--- src/rtl/booth_pkg.sv ---
package booth_pkg;

    localparam int unsigned DEF_WIDTH = 32;

    typedef enum logic [1:0] {
        BOOTH_NONE = 2'd0,
        BOOTH_ADD  = 2'd1,
        BOOTH_SUB  = 2'd2
    } booth_op_e;

    // Recode the pair (current bit, bit to its right) into an action.
    function automatic booth_op_e booth_decode(input logic cur, input logic prev);
        booth_op_e op;
        case ({cur, prev})
            2'b10:   op = BOOTH_SUB;   // run of ones begins
            2'b01:   op = BOOTH_ADD;   // run of ones ends
            default: op = BOOTH_NONE;  // 00 or inside a run
        endcase
        return op;
    endfunction

endpackage

--- src/rtl/booth_recode.sv ---
module booth_recode
    import booth_pkg::*;
(
    input  logic      cur_bit,
    input  logic      prev_bit,
    output booth_op_e op
);
    always_comb op = booth_decode(cur_bit, prev_bit);
endmodule

--- src/rtl/booth_addsub.sv ---
module booth_addsub
    import booth_pkg::*;
#(
    parameter int unsigned WIDTH = DEF_WIDTH
) (
    input  logic [WIDTH:0]   acc,
    input  logic [WIDTH-1:0] mcand,
    input  booth_op_e        op,
    output logic [WIDTH:0]   sum
);
    logic [WIDTH:0] mext;

    always_comb begin
        mext = {mcand[WIDTH-1], mcand};
        case (op)
            BOOTH_ADD: sum = acc + mext;
            BOOTH_SUB: sum = acc - mext;
            default:   sum = acc;
        endcase
    end
endmodule

--- src/rtl/booth_seq_ctrl.sv ---
module booth_seq_ctrl
    import booth_pkg::*;
#(
    parameter int unsigned WIDTH = DEF_WIDTH
) (
    input  logic clk,
    input  logic rst,
    input  logic start,
    output logic load,
    output logic last,
    output logic busy,
    output logic done
);
    localparam int unsigned CNT_W = $clog2(WIDTH + 1);

    logic [CNT_W-1:0] cnt_q;
    logic             busy_q;
    logic             done_q;

    assign load = start && !busy_q;
    assign last = busy_q && (cnt_q == CNT_W'(1));
    assign busy = busy_q;
    assign done = done_q;

    always_ff @(posedge clk) begin
        if (rst) begin
            cnt_q  <= '0;
            busy_q <= 1'b0;
            done_q <= 1'b0;
        end else begin
            done_q <= last;
            if (load) begin
                cnt_q  <= CNT_W'(WIDTH);
                busy_q <= 1'b1;
            end else if (busy_q) begin
                cnt_q <= cnt_q - CNT_W'(1);
                if (last) busy_q <= 1'b0;
            end
        end
    end


    done_pulse_chk: assert property (@(posedge clk) disable iff (rst)
        done_q |=> !done_q);


    accept_chk: assert property (@(posedge clk) disable iff (rst)
        (start && !busy_q) |=> busy_q);


    busy_count_chk: assert property (@(posedge clk) disable iff (rst)
        (busy_q && !last) |=> (busy_q && cnt_q == $past(cnt_q) - CNT_W'(1)));
endmodule

--- src/rtl/seq_booth_mult.sv ---
module seq_booth_mult
    import booth_pkg::*;
#(
    parameter int unsigned WIDTH = DEF_WIDTH
) (
    input  logic             clk,
    input  logic             rst,
    input  logic             start_i,
    input  logic [WIDTH-1:0] mcand_i,
    input  logic [WIDTH-1:0] mplier_i,
    output logic             busy_o,
    output logic             done_o,
    output logic [WIDTH-1:0] hi_o,
    output logic [WIDTH-1:0] lo_o
);
    logic             load, last;
    logic [WIDTH:0]   acc_q;
    logic [WIDTH-1:0] q_q;
    logic             qprev_q;
    logic [WIDTH-1:0] mcand_q;
    logic [WIDTH-1:0] hi_q, lo_q;

    booth_op_e        op;
    logic [WIDTH:0]   sum;
    logic [WIDTH:0]   acc_sh;
    logic [WIDTH-1:0] q_sh;

    booth_seq_ctrl #(.WIDTH(WIDTH)) u_ctrl (
        .clk   (clk),
        .rst   (rst),
        .start (start_i),
        .load  (load),
        .last  (last),
        .busy  (busy_o),
        .done  (done_o)
    );

    booth_recode u_rec (
        .cur_bit  (q_q[0]),
        .prev_bit (qprev_q),
        .op       (op)
    );

    booth_addsub #(.WIDTH(WIDTH)) u_as (
        .acc   (acc_q),
        .mcand (mcand_q),
        .op    (op),
        .sum   (sum)
    );

    // Arithmetic right shift of {sum, q} by one place.
    always_comb begin
        acc_sh = {sum[WIDTH], sum[WIDTH:1]};
        q_sh   = {sum[0], q_q[WIDTH-1:1]};
    end

    always_ff @(posedge clk) begin
        if (rst) begin
            acc_q   <= '0;
            q_q     <= '0;
            qprev_q <= 1'b0;
            mcand_q <= '0;
            hi_q    <= '0;
            lo_q    <= '0;
        end else if (load) begin
            acc_q   <= '0;
            q_q     <= mplier_i;
            qprev_q <= 1'b0;
            mcand_q <= mcand_i;
        end else if (busy_o) begin
            acc_q   <= acc_sh;
            q_q     <= q_sh;
            qprev_q <= q_q[0];
            if (last) begin
                hi_q <= acc_sh[WIDTH-1:0];
                lo_q <= q_sh;
            end
        end
    end

    assign hi_o = hi_q;
    assign lo_o = lo_q;


    done_idle_chk: assert property (@(posedge clk) disable iff (rst)
        done_o |-> !busy_o);


    result_hold_chk: assert property (@(posedge clk) disable iff (rst)
        !last |=> ($stable(hi_q) && $stable(lo_q)));


    skip_pair_chk: assert property (@(posedge clk) disable iff (rst)
        (busy_o && q_q[0] == qprev_q) |-> (sum == acc_q));
endmodule

--- config.mk ---
export PLATFORM = sky130hd
export DESIGN_NAME = seq_booth_mult
export DESIGN_NICKNAME = d
export VERILOG_FILES = /design/src/rtl/booth_pkg.sv /design/src/rtl/booth_recode.sv /design/src/rtl/booth_addsub.sv /design/src/rtl/booth_seq_ctrl.sv /design/src/rtl/seq_booth_mult.sv
export SDC_FILE = /design/constraint.sdc
export NUM_CORES = 1
export LEC_CHECK = 0
export BUFFER_PORTS_ARGS = -buffer_cell sky130_fd_sc_hd__buf_2
export CAP_MARGIN = 15
export CORE_MARGIN = 2
export CORE_UTILIZATION = 35
export CTS_CLUSTER_DIAMETER = 120
export DETAILED_ROUTE_END_ITERATION = 16
export PLACE_DENSITY = 0.54
export SYNTH_ARGS = -nofsm -noshare
export SYNTH_HDL_FRONTEND = slang
export SYNTH_SLANG_ARGS = --single-unit
--- constraint.sdc ---
create_clock -name clk -period 4.2 [get_ports clk]
set_input_delay 0.21 -clock clk [delete_from_list [all_inputs] [get_ports clk]]
set_output_delay 0.21 -clock clk [all_outputs]
set_load 0.02 [all_outputs]
# --- After elaboration in Yosys (flattened, before gate mapping) ---
# Cells that the tools add are included.
word_totals:
  reg_bits: 169
  mem_bits_rw: 0
  n_memories: 0
  word_cells: 34
  input_bits: 67
  output_inout_bits: 66
  rom_bits: 0
  latchBits: 0
op_classes:
  eq_ne: 5
  n_lt_le_gt_ge: 0
  n_reduce_logical: 6
  bitwise_logic: 1
  addsub: 3
  multipliers: 0
  shift: 0
  div_mod_pow: 0
  mux: 9
ops:
  columns: ["cell", "count"]
  rows:
  - ["$pmux W33 S2", 1]
  - ["$mux W32", 2]
  - ["$add A32 B32 Y33", 1]
  - ["$sub A32 B32 Y33", 1]
  - ["$mux W6", 2]
  - ["$eq A6 B1 Y1 const B", 1]
  - ["$sub A6 B1 Y6 const B", 1]
  - ["$eq A2 B1 Y1 const B", 2]
  - ["$eq A2 B2 Y1 const B", 2]
  - ["$pmux W2 S2", 1]
  - ["$mux W1", 3]
  - ["$reduce_and A3 Y1", 1]
  - ["$logic_and A1 B1 Y1", 2]
  - ["$reduce_bool A2 Y1", 1]
  - ["$reduce_or A2 Y1", 1]
  - ["$logic_not A1 Y1", 1]
  - ["$not A1 Y1", 1]

# --- Depth between registers and ports, before layout ---
depth:
  word_depth: 6
  depth_mapped: 20
  ltp_nobuf: 19

# --- By module ---
# Synthesis repeated with hierarchy kept, for this count alone.
hier_totals:
  cells_unflattened: 1119
  area_unflattened_um2: 10027.1
modules_own_cells:
  columns: ["mod", "seq_area_each_um2", "n_inst", "area_per_inst_um2", "cells_each"]
  rows:
  - ["seq_booth_mult", 3223.1, 1, 6732.7, 631]
  - ["booth_addsub", 0.0, 1, 2916.5, 450]
  - ["booth_seq_ctrl", 160.2, 1, 362.8, 36]
  - ["booth_recode", 0.0, 1, 15.0, 2]

# --- Worst setup path after synthesis ---
# No wires, ideal clock.
synth_timing:
  kind: "flip-flop to flip-flop"
  from: "register mcand_q[11]"
  to: "register hi_q[30], in the netlist hi_o[30]"
  period_less_slack_ns: 4.211
  arrival_ns: 4.072
  required_ns: 4.061
  n_path_buf: 1
  path_stages_with_launch: 20
  slack_ns: -0.011
  setup_time_ns: 0.139
  path_cell_list: "dfxtp_1 or4_1 nor4_2 nor2b_1 nand4bb_1 nor4_2 and2_1 nor2_1 xnor2_1 ha_1 clkbuf_1 a21o_1 a21o_1 a21o_1 nand3_1 a21oi_1 or3b_2 or3_1 nand3_1 a311oi_1"
synth_between:
  elab_chain_cells: 2
  word_cells_on_any_way: 3
  cone_classes: "add/sub (2); mux (1)"
synth_lines:
  columns: ["element", "line", "source"]
  rows:
  - ["from (decl)", "seq_booth_mult.sv:20", "logic [WIDTH-1:0] mcand_q;"]
  - ["from (signal assigned)", "seq_booth_mult.sv:69", "mcand_q <= mcand_i;"]
  - ["$sub A32 B32 Y33 or $add A32 B32 Y33 (tied branches)", "booth_addsub.sv:17, booth_addsub.sv:16", null]
  - ["$pmux W33 S2 (*)", "booth_addsub.sv:15", "case (op)"]
  - ["to (signal assigned)", "seq_booth_mult.sv:75", "hi_q <= acc_sh[WIDTH-1:0];"]
  - ["to (decl)", "seq_booth_mult.sv:21", "logic [WIDTH-1:0] hi_q, lo_q;"]
# Every way passes the cells marked *; elsewhere a longest branch is shown, timed or not.
# A chain may end at the register's enable or synchronous reset.

# --- Worst setup path in the final report ---
layout_timing:
  from: "register mcand_q[14]"
  to: "register hi_q[30], in the netlist hi_o[30]"
# The elaborated chain is that of the path after synthesis.

==> metrics.md <==
| Metric | Value |
|---|---|
| Core area | `24890 um^2` |
| Die Area | `26400 um^2` |
| Clock-pin slew on the worst setup and hold paths | `0.08 ns` |
| Placed inst area | `9899 um^2` |
| DRT Pass-1 Iters | `4` |
| Outcome | `finished, violations left` |
| Area delta synth->final | `23.41%` |
| Crit path max fanout | `4` |
| CP startpoint kind | `flip-flop` |
| Register area | `3390 um^2` |
| Worst min-delay path class | `input pin to flip-flop` |
| Top cells by count, synth | `dfxtp_1, nand2_1, nor2_1` |
| Post-synthesis cell type count | `60` |
| Synth area leaders | `dfxtp_1, a21oi_1, nand2_1, nor2_1, mux2i_1` |
| Hold Crit Endpoint | `mcand_q[3]` |
| Root Buffer | `clkbuf_16` |
| WHS | `0.007880 ns` |
| #FFs+latches synth | `169` |
| Starting Density | `35.32%` |
| Critical path arrival | `4.54 ns` |
| Max cap viols | `0` |
| Area of the multi-input gates | `between 5000 and 6000 um^2` |
| Fin nets | `1351` |
| Avg Cell Area, Syn | `7.906 um^2` |
| Number of flops mapped to enable cells by yosys | `0` |
| Clock Latency Late Sink | `0.45 ns` |
| DRC | `0` |
| Yosys warnings | `0` |
| Yosys top cell area share | `38.49%` |
| Hold Startpoint | `mcand_i[3]` |
| Worst slew margin | `28.47%` |
| Fin crit period | `between 4 and 5 ns` |
| Violated checks | `setup timing` |
| CTS Buf Count | `17` |
| WL/cell | `15.31 um` |
| Post-Syn Area | `between 8000 and 9000 um^2` |
| CTS tree | `yes` |
| Peak VDD IR | `0.2135 mV` |
| Via density | `5.018` |
| Total vias in the final route | `7994` |
| Max-slew violations | `0` |
| Syn Nets | `1216` |
| Longest Clk Path Bufs | `2` |
| R2r setup slk | `-0.06 ns` |
| Initial antenna violation count | `5` |
| Antenna-violating nets left | `0` |
| GRT overflow | `0` |
| Largest net degree at the start of global routing | `82` |
| Crit share post-route | `101.4%` |
| Synthesized instance count | `1112` |
| Reg2Reg Depth | `18` |
| Total track usage | `18.63%` |
| Max Fclk | `234.8 MHz` |
| Layout cells sized above 1 | `20.95%` |
| Post-DP HPWL | `16850 um` |
| Reg-to-reg endpoint | `hi_o[30]` |
| Starting DRT DRC Count | `roughly 350` |
| Fill cells | `2572` |
| Final WL | `24390 um` |
| DIE HEIGHT | `162.5 um` |
| LEAKAGE | `about 0.0044 uW` |
| Top-level I/O count | `around 130` |
| Number of global-route vias before repair | `7648` |
| Clock skew | `0.01257 ns` |
| Slew @ Worst Pin | `1.073 ns` |
| Post-synthesis sequential area ratio | `38.49%` |
| CTS H-tree depth | `4` |
| WHS Path Cells | `3` |
| Clk sinks | `169` |
| Placed Cells | `1539` |
| Asr flop ratio synth | `0%` |
| Nature of the critical path endpoint | `flip-flop` |
| Worst setup margin | `-0.05854 ns` |
| Std cell rows | `58` |
| # port buffers | `132` |
| Req. time, crit path | `between 4 and 5 ns` |
| Final core utilization | `between 40% and 50%` |
| Die X | `162.5 um` |
| Setup Crit Path Kind | `flip-flop to flip-flop` |
| R2r startpoint | `mcand_q[14]` |
| Pwr dens | `403.3 nW/um^2` |
| Main flop type after synthesis | `dfxtp_1` |
| Yosys top cell by area | `dfxtp_1` |
| RSZ-0062 raised after global routing | `true` |
| Final setup viols | `4` |
| Count leader, synth | `dfxtp_1` |
| Setup TNS | `-0.1350 ns` |
| Final Hold Vio Count | `0` |
| Final instance area | `10850 um^2` |
| Finished Layout Cells | `about 1600` |
| Final GP Congestion | `0.8624` |
| Global-route wire length before repair | `39240 um` |
==> critical path, cell delays in order, from the launching register on <==
cell and delay (ns):
dfxtp_2 0.32, or4_4 0.55, nor4_4 0.17, nor2b_4 0.23, nand4bb_4 0.16, nor4_4 0.32, and2_4 0.21, nor2_4 0.04
xnor2_2 0.14, ha_1 0.35, a21o_1 0.19, a21o_1 0.15, a21o_1 0.18, nand3_2 0.08, a21oi_2 0.06, or3b_4 0.40
or3_4 0.37, nand3_2 0.09, a311oi_1 0.09
==> repair_timing <==
item / in CTS / in global routing
endpoints found under the setup margin: 6 / 27
resized for setup: 2 / 42
pin swaps: 3 / 31
cloned: 0 / 0
hold buffers: 10 / 0
hold endpoints to repair: 10 / 0
buffers inserted: 1 / 8
==> through the flow <==
stage                     power, uW  setup WS, ns
after global routing           4605       -0.1832
after floorplan                2491      0.007733
after global placement         2751       0.02695
after CTS                      4354     -0.001176
after detailed placement       2759      -0.08405
final                          4376      -0.05854
==> sequential cells by signal (all words and copies together), names as in the netlist <==
register and count:
q_q 32, u_ctrl.busy 1, lo_o 32, hi_o 32
u_ctrl.cnt_q 6, qprev_q 1, acc_q 32, mcand_q 32
u_ctrl.done 1
==> area by class of cell <==
cell class                 count  share of cell area (%)
tap                          330                   3.806
clock buffer                  19                   4.175
antenna                        3                 0.06920
inverter                      23                  0.7958
sequential                   169                   31.24
timing repair buffer         188                   10.22
multi-input combinational    848                   48.45
clock inverter                13                   1.246
==> report_power, final <==
part           leakage [uW]  internal, uW  switching (uW)
Sequential          0.00138          1670            80.0
Combinational       0.00278           456             587
Clock              0.000280           820             760
Total               0.00444          2950            1430
==> layout by cell type (no fill, tap or decap), drive strengths merged, types with 6 or more instances in the layout <==
master / instances
inv: 29
o21ai: 37
mux2i: 47
nor2: 161
nand3: 12
nand2: 161
xnor2: 50
nor2b: 7
dlygate4sd3: 10
xor2: 9
a21o: 14
nor3: 14
and2: 6
a21oi: 159
a311oi: 6
clkbuf: 19
ha: 36
o21a: 6
dfxtp: 169
a31oi: 13
a211oi: 49
buf: 178
==> worst max-delay path by stage <==
stage	start	endpoint	slack, ns	depth (start not counted)
CTS	mcand_q[2]	hi_o[31]	-0.001	18
global placement	mcand_q[14]	hi_o[30]	0.03	18
finish	mcand_q[14]	hi_o[30]	-0.06	18
floorplan	mcand_q[14]	hi_o[30]	0.008	19
detailed placement	mcand_q[14]	acc_q[31]	-0.08	18
global route	mcand_q[3]	hi_o[29]	-0.18	18
==> cell families (layout without fill, tap and decap cells) <==
kind of cell	after synthesis	after routing	share of synthesized area [%]
adder cells (fa/ha/maj)	37	37	5.352
XOR/XNOR	59	59	5.878
buffers and inverters	95	243	4.056
multiplexers	49	49	5.608
AND/OR/NAND/NOR	392	392	19.34
AO/OA/AOI/OAI	311	311	21.28
flip-flops	169	169	38.49
other	0	3	0
==> routing by layer <==
layer	wire [um]	up-vias	global-route usage, %	share of wire, %
met5	30	-	0	0.12
met4	283	4	4.988	1.2
met3	1542	26	5.959	6.3
met2	11240	158	30.12	46
met1	11300	3663	24.03	46
li1	-	4143	-	-
Power figures use the tool's default switching activity.
